`src/rtl/upcount_tbase.sv`:
```
module upcount_tbase #(
  parameter int W = 16
) (
  input  logic         clk,
  input  logic         rst_n,
  input  logic         wr_en,
  input  logic [2:0]   addr,
  input  logic [W-1:0] wdata,
  output logic [W-1:0] rdata,
  output logic         uev_o,
  output logic         irq_o,
  output logic         dma_o
);
  localparam logic [W-1:0] TOP_RST = {W{1'b1}};

  logic         run_q, upd_off_q, src_q, buf_q;
  logic         irq_en_q, dma_en_q, flag_q;
  logic [W-1:0] cnt_q, pc_q, div_pre, div_sh, top_pre, top_sh;
  logic         uev_q, dma_q;

  logic sw_req, cnt_wr, tick, ovf, upd_ev, flag_set, flag_clr;

  assign sw_req   = wr_en && addr == 3'd3 && wdata[0];
  assign cnt_wr   = wr_en && addr == 3'd4;
  assign flag_clr = wr_en && addr == 3'd2 && !wdata[0];
  assign tick     = run_q && !sw_req && pc_q == div_sh;
  assign ovf      = tick && !cnt_wr && top_sh != '0 && cnt_q >= top_sh;
  assign upd_ev   = !upd_off_q && (ovf || sw_req);
  assign flag_set = !upd_off_q && (ovf || (sw_req && !src_q));

  always_ff @(posedge clk or negedge rst_n) begin
    if (!rst_n) begin
      pc_q <= '0;
    end else if (sw_req || tick) begin
      pc_q <= '0;
    end else if (run_q) begin
      pc_q <= pc_q + 1'b1;
    end
  end

  always_ff @(posedge clk or negedge rst_n) begin
    if (!rst_n) begin
      cnt_q <= '0;
    end else if (sw_req) begin
      cnt_q <= '0;
    end else if (cnt_wr) begin
      cnt_q <= wdata;
    end else if (ovf) begin
      cnt_q <= '0;
    end else if (tick && top_sh != '0) begin
      cnt_q <= cnt_q + 1'b1;
    end
  end

  always_ff @(posedge clk or negedge rst_n) begin
    if (!rst_n) begin
      div_pre <= '0;
      div_sh  <= '0;
      top_pre <= TOP_RST;
      top_sh  <= TOP_RST;
    end else begin
      if (upd_ev) begin
        div_sh <= div_pre;
        top_sh <= top_pre;
      end
      if (wr_en && addr == 3'd5) div_pre <= wdata;
      if (wr_en && addr == 3'd6) begin
        top_pre <= wdata;
        if (!buf_q) top_sh <= wdata;
      end
    end
  end

  always_ff @(posedge clk or negedge rst_n) begin
    if (!rst_n) begin
      run_q     <= 1'b0;
      upd_off_q <= 1'b0;
      src_q     <= 1'b0;
      buf_q     <= 1'b0;
      irq_en_q  <= 1'b0;
      dma_en_q  <= 1'b0;
    end else if (wr_en && addr == 3'd0) begin
      run_q     <= wdata[0];
      upd_off_q <= wdata[1];
      src_q     <= wdata[2];
      buf_q     <= wdata[7];
    end else if (wr_en && addr == 3'd1) begin
      irq_en_q  <= wdata[0];
      dma_en_q  <= wdata[1];
    end
  end

  always_ff @(posedge clk or negedge rst_n) begin
    if (!rst_n) begin
      flag_q <= 1'b0;
      uev_q  <= 1'b0;
      dma_q  <= 1'b0;
    end else begin
      if (flag_set)      flag_q <= 1'b1;
      else if (flag_clr) flag_q <= 1'b0;
      uev_q <= upd_ev;
      dma_q <= flag_set && dma_en_q;
    end
  end

  always_comb begin
    rdata = '0;
    case (addr)
      3'd0: begin
        rdata[0] = run_q;
        rdata[1] = upd_off_q;
        rdata[2] = src_q;
        rdata[7] = buf_q;
      end
      3'd1: begin
        rdata[0] = irq_en_q;
        rdata[1] = dma_en_q;
      end
      3'd2: rdata[0] = flag_q;
      3'd4: rdata = cnt_q;
      3'd5: rdata = div_pre;
      3'd6: rdata = top_pre;
      default: rdata = '0;
    endcase
  end

  assign uev_o = uev_q;
  assign irq_o = flag_q && irq_en_q;
  assign dma_o = dma_q;
endmodule

```
`config.mk`:
```
export PLATFORM = sky130hd
export DESIGN_NAME = upcount_tbase
export DESIGN_NICKNAME = d
export VERILOG_FILES = /design/src/rtl/upcount_tbase.sv
export SDC_FILE = /design/constraint.sdc
export NUM_CORES = 1
export LEC_CHECK = 0
export BUFFER_PORTS_ARGS = -buffer_cell sky130_fd_sc_hd__buf_4
export CAP_MARGIN = 30
export CORE_MARGIN = 2
export CORE_UTILIZATION = 55
export CTS_CLUSTER_DIAMETER = 100
export DETAILED_ROUTE_END_ITERATION = 7
export PLACE_DENSITY = 0.73
export SYNTH_ARGS = -nofsm -noshare
export SYNTH_HDL_FRONTEND = slang
export SYNTH_SLANG_ARGS = --single-unit
```
`constraint.sdc`:
```
create_clock -name clk -period 2.8 [get_ports clk]
set_input_delay 0.42 -clock clk [delete_from_list [all_inputs] [get_ports clk]]
set_output_delay 0.42 -clock clk [all_outputs]
set_load 0.02 [all_outputs]
```
* After elaboration in Yosys (flattened, before gate mapping)
Index checks and enable logic that the tools add are counted.
** Storage, ports and cells
- Logic and storage cells :: 77
- Output and inout bits :: 19
- Bits in registers :: 105
- Input port bits :: 22
** Cells by class
- Bitwise gates (word level) :: 1
- Muxes and demuxes :: 17
- Equality and inequality tests :: 7
- Add/sub/neg operators :: 2
- Magnitude comparators :: 1
- Reduce and logical (&&, ||, !) cells :: 34
** Operator list (count)
- two-way mux 16 bit :: 9
- adder 16 x 1 -> 16 bit (second input constant) :: 2
- one-hot mux 8 bit (3 select lines) :: 1
- logical AND 1 bit :: 20
- == test 16 bit :: 1
- >= comparator 16 bit :: 1
- nonzero test 16 bit :: 1
- one-hot mux 4 bit (3 select lines) :: 1
- == test 3 bit (second input constant) :: 3
- one-hot mux 1 bit (4 select lines) :: 2
- == test 3 x 2 -> 1 bit (second input constant) :: 2
- one-hot mux 1 bit (6 select lines) :: 1
- logical NOT 1 bit :: 5
- one-hot mux 1 bit (5 select lines) :: 1
- nonzero test 2 bit :: 2
- nonzero test 4 bit :: 1
- == test 3 x 1 -> 1 bit (second input constant) :: 1
- logical NOT 3 bit :: 1
- logical OR 1 bit :: 3
- two-way mux 1 bit :: 2
- AND reduction 2 bit :: 1
- inverter 1 bit :: 1

* Longest topological paths before layout
- Depth in word-level cells :: 14
- Mapped depth :: 11
- Mapped depth without buffers :: 8

* Worst setup path before layout
No wires, ideal clock.
- Kind :: register to register
- From :: reg top_sh[0]
- To :: reg div_sh[10]
- Period minus slack after synthesis :: 2.636 ns
- Stages on the path, launching flop included :: 11
- Library setup time :: 0.125 ns
- Data required time :: 2.675 ns
- Setup slack :: 0.164 ns
- Buffers on the path :: 3
- Arrival time :: 2.510 ns
- Cells stage by stage :: dfstp_2 ha_1 nand2b_1 a2111o_1 a31o_1 o211a_1 buf_6 o21ba_1 buf_6 buf_12 mux2_4
** Between the ends
- Cells in the longest elaborated chain, start to end :: 5
- Elaborated cells between the ends (all ways) :: 6
- Those cells by class :: order compare (1); reduce/logical (5)
** RTL lines
- from (decl) :: line 18 : logic [W-1:0] cnt_q, pc_q, div_pre, div_sh, top_pre, top_sh;
- from (signal assigned) :: line 64 : top_sh <= top_pre;
- from (signal assigned) :: line 69 : if (!buf_q) top_sh <= wdata;
- parallel branches: the longest is 2 deep, another holds >= comparator 16 bit
- logical AND 1 bit (*) :: line 27 : assign ovf = tick && !cnt_wr && top_sh != '0 && cnt_q >= top_sh;
- logical OR 1 bit (*) :: line 28 : assign upd_ev = !upd_off_q && (ovf || sw_req);
- logical AND 1 bit (*) :: line 28
- via upd_ev :: line 21 : logic sw_req, cnt_wr, tick, ovf, upd_ev, flag_set, flag_clr;
- to (signal assigned) :: line 63 : div_sh <= div_pre;
- to (decl) :: line 18
Mark *: on every way through the listed nets, which the timed path passes.
A chain may end at the register's enable or synchronous reset.

* Final worst setup path
- From :: reg top_sh[11]
- To :: reg div_sh[3]
** Between the ends
- Cells in the longest elaborated chain, start to end :: 5
- Elaborated cells between the ends (all ways) :: 6
- Those cells by class :: order compare (1); reduce/logical (5)
** RTL lines (line)
- parallel branches: the longest is 2 deep, another holds >= comparator 16 bit
- logical AND 1 bit (*) :: 27
- logical OR 1 bit (*) :: 28
- logical AND 1 bit (*) :: 28
Mark *: on every way between the ends.

==> key figures <==
Logic synthesis
  • Number of synthesized flops with an enable pin: 0
  • Area of the mapped netlist: 0.00624 mm^2
  • Post-synthesis cell type count: 57
  • Top-area cell type share of the netlist area: 0.293
  • Flops & latches, synth: 105
  • Synth warnings: 0
  • Cell taking the most area after synthesis: sky130_fd_sc_hd__dfrtp_1
  • Number of nets produced by synthesis: 670
  • Fraction of the yosys area taken by sequential cells: 0.427
  • Synthesized area divided by synthesized cell count: 9.91 um^2
  • Gate Count Post-Synth: 630
  • Synth async-reset ratio: 1.00
  • Post-synth top flop: sky130_fd_sc_hd__dfrtp_1
  • Area contributors post-synth: sky130_fd_sc_hd__dfrtp_1 (29%), sky130_fd_sc_hd__dfstp_2 (13%), sky130_fd_sc_hd__mux2_2 (8.5%)

STA
  • Minimum period implied by the final worst setup slack: 2.60 ns
  • Number of failing setup endpoints in the final timing report: 0
  • RSZ-0062 raised after global routing: no
  • Slew of the pin with the lowest slew margin: 0.710 ns
  • Sum Neg Setup Slack: 0 ns
  • Peak clock frequency supported by timing: 385 MHz
  • Worst-case clock skew: 0.0102 ns
  • Period utilization: 0.929
  • Hold Worst Slack: 0.321 ns
  • Worst max-slew margin expressed relative to the limit: 0.523
  • Pins over their slew limit: 0
  • Hold violation count in the final report: 0

Pwr
  • Switching share of total power: 0.348
  • Cell Int Power: 3.34 mW
  • Ratio of total power to cell area: 729 mW/mm^2
  • Net Switching: 1.78 mW
  • Total chip power: 5.12 mW
  • Static Leakage: 2.94 nW
  • Flop pwr share: 0.457
  • Peak supply drop: 0.612 mV
  • Fraction of power consumed by the clock network: 0.241
  • Power share of the combinational group: 0.301

Setup path
  • Max stage delay on crit path: 0.55 ns
  • Worst Path Arrival: 2.85 ns
  • Critical Path Sink Type: flip-flop
  • Cells traversed along the worst timing path: inv_1, ha_1, nand4_1, nor4_2, a31o_1, o211a_1, o21ba_1, buf_12, mux2_2
  • Worst setup path category: flip-flop to flip-flop
  • Critical-path cell with the highest stage delay: sky130_fd_sc_hd__dfstp_2
  • Crit Path Max Fanout: 17
  • Buffer and inverter count on the worst path: 2
  • WP data required: 3.05 ns
  • Startpoint types: flip-flop
  • Family of cells with the greatest summed delay on the critical path: compound AO/OA/AOI/OAI gates

Clock tree
  • TritonCTS clock tree: done
  • Post-CTS clock slew at the launch and capture registers of the worst setup and hold paths: 0.08 ns
  • Maximum level of the CTS H-tree: 3
  • Number of buffers on the longest clock path: 2
  • Clk sinks: 105
  • Root buffer selected by CTS: sky130_fd_sc_hd__clkbuf_16
  • Clock insertion delay at the later pin of the skew report: 0.36 ns
  • Number of buffers created by CTS: 9

Route
  • Via count: 5084
  • DR iter-0 viols: 598
  • ANT nets after route: 0
  • Avg WL per Cell: 19.9 um
  • Iteration count of the initial detailed-routing pass: 5
  • Overall routed net length: 16.0 mm
  • Drt via density: 6.32
  • Remaining DRCs: 0

Global routing
  • First-pass GRT wire length: 26.3 mm
  • Combined global-route utilization of all metal layers: 0.267
  • Via count of the first global-routing pass: 4916
  • Remaining global-route overflow: 0
  • Number of antenna violations at the first check in global routing: 0
  • Largest net degree at the start of global routing: 81

Finish
  • Number of antenna diodes: 0
  • Net total in the final layout: 699
  • Fraction of final layout cells with drive strength greater than 1: 0.265
  • Area overhead of the layout relative to synthesis: 12.4%
  • Commonest non-fill, non-tap cell in the layout: sky130_fd_sc_hd__dfrtp_1
  • Fillers: 933
  • Post-route insts no fill: 804
  • Commonest cells after routing, fill and taps aside: sky130_fd_sc_hd__dfrtp_1 (73), sky130_fd_sc_hd__buf_4 (54), sky130_fd_sc_hd__nand2_1 (48)

Place
  • Weighted congestion reported at the end of routability-driven placement: 0.936
  • Placed wire-length estimate after detailed placement: 11.7 mm
  • Placed instance count: 787
  • # port buffers: 40

Die
  • Die H: 111 um
  • Top-level port count: 41
  • Number of core rows: 38
  • Die ar.: 0.0122 mm^2
  • Placeable core region: 0.0109 mm^2
  • Effective utilization at floorplan: 0.571
  • Chip width: 111 um

Job
  • Max cap viols: 0

Status
  • Run status: completed

Hold path
  • Hold WC Path Type: input port to flip-flop
logic make-up (layout without fill, tap and decap cells):
group / Yosys count / after routing / share of synthesized area
simple gates: 224 / 224 / 0.180
compound gates: 116 / 116 / 0.133
flops: 105 / 105 / 0.427
mux: 72 / 72 / 0.136
buf+inv: 64 / 98 / 0.0443
xor+xnor: 31 / 31 / 0.0435
fa+ha+maj: 18 / 18 / 0.0361
metal layers:
| metal | part of all wire | vias to the layer above | global-route usage | routed length [um] |
|---|---|---|---|---|
| li1 | - | 2352 | - | - |
| met1 | 0.44 | 2507 | 0.383 | 6990 |
| met2 | 0.47 | 196 | 0.418 | 7550 |
| met3 | 0.068 | 29 | 0.0401 | 1080 |
| met4 | 0.021 | 0 | 0.0867 | 338 |
| met5 | 0 | - | 0 | 0 |
worst paths after layout:
path                             from         to  slack, ns  cells after the start
min in group asynchronous       rst_n    pc_q[0]       0.51                      2
max reg2reg                top_sh[11]  div_sh[3]       0.20                      9
min                         wdata[11]  cnt_q[11]       0.32                      3
max in group asynchronous       rst_n  top_sh[0]       1.53                      3
min reg2reg                  dma_en_q   dma_en_q       0.52                      1
max                        top_sh[11]  div_sh[3]       0.20                      9
per-stage QoR:
stage          setup WS [ns]  utilization  cell area [um^2]
2_1_floorplan          0.164            -              6240
3_3_place_gp           0.276        0.614              6710
3_5_place_dp           0.219        0.614              6710
4_1_cts                0.184        0.641              7010
5_1_grt               0.0259        0.642              7020
6_report               0.200        0.642              7020
flip-flops by register name, indices dropped and copies added (netlist names):
name	flops
div_sh	16
flag_q	1
src_q	1
uev_o	1
dma_en_q	1
upd_off_q	1
div_pre	16
buf_q	1
pc_q	16
top_pre	16
top_sh	16
run_q	1
dma_o	1
cnt_q	16
irq_en_q	1
timing repair:
item,4_1_cts,5_1_grt
buffers inserted,0,0
hold endpoints to repair,25,0
hold buffers,1,0
gates resized for setup,0,2
endpoints found under the setup margin,0,23
Yosys cell counts, types with 16 or more instances:
master / n
sky130_fd_sc_hd__a211oi_1: 16
sky130_fd_sc_hd__a21oi_1: 22
sky130_fd_sc_hd__a221oi_1: 16
sky130_fd_sc_hd__and2_1: 17
sky130_fd_sc_hd__clkbuf_1: 28
sky130_fd_sc_hd__dfrtp_1: 73
sky130_fd_sc_hd__dfstp_2: 32
sky130_fd_sc_hd__ha_1: 18
sky130_fd_sc_hd__inv_1: 23
sky130_fd_sc_hd__mux2_2: 47
sky130_fd_sc_hd__nand2_1: 48
sky130_fd_sc_hd__nand3_1: 22
sky130_fd_sc_hd__nor2_1: 47
sky130_fd_sc_hd__nor3_1: 36
sky130_fd_sc_hd__o21ai_0: 20
sky130_fd_sc_hd__xnor2_1: 22
layout make-up:
| class | instances | area, um^2 | area share |
|---|---|---|---|
| timing repair buffer | 59 | 487 | 0.0694 |
| clock buffer | 9 | 225 | 0.0321 |
| inverter | 23 | 86.3 | 0.0123 |
| multi-input combinational | 461 | 3310 | 0.472 |
| tap | 140 | 175 | 0.0250 |
| clock inverter | 7 | 61.3 | 0.00874 |
| sequential | 105 | 2670 | 0.380 |
tightest hold or removal path: cells and delay by family:
kind,cells,cell delay (ns)
buf+inv,1,0.11
simple gates,1,0.06
compound gates,1,0.05
power by group through the flow:
stage | logic [mW] | registers [mW] | clock network (mW)
global route | 1.72 | 2.40 | 1.31
floorplan | 1.18 | 2.21 | 0
finish | 1.54 | 2.34 | 1.23
detailed placement | 1.53 | 2.36 | 0
CTS | 1.54 | 2.34 | 1.25
global placement | 1.47 | 2.34 | 0
Note: power is estimated with default switching activity, not from simulation.
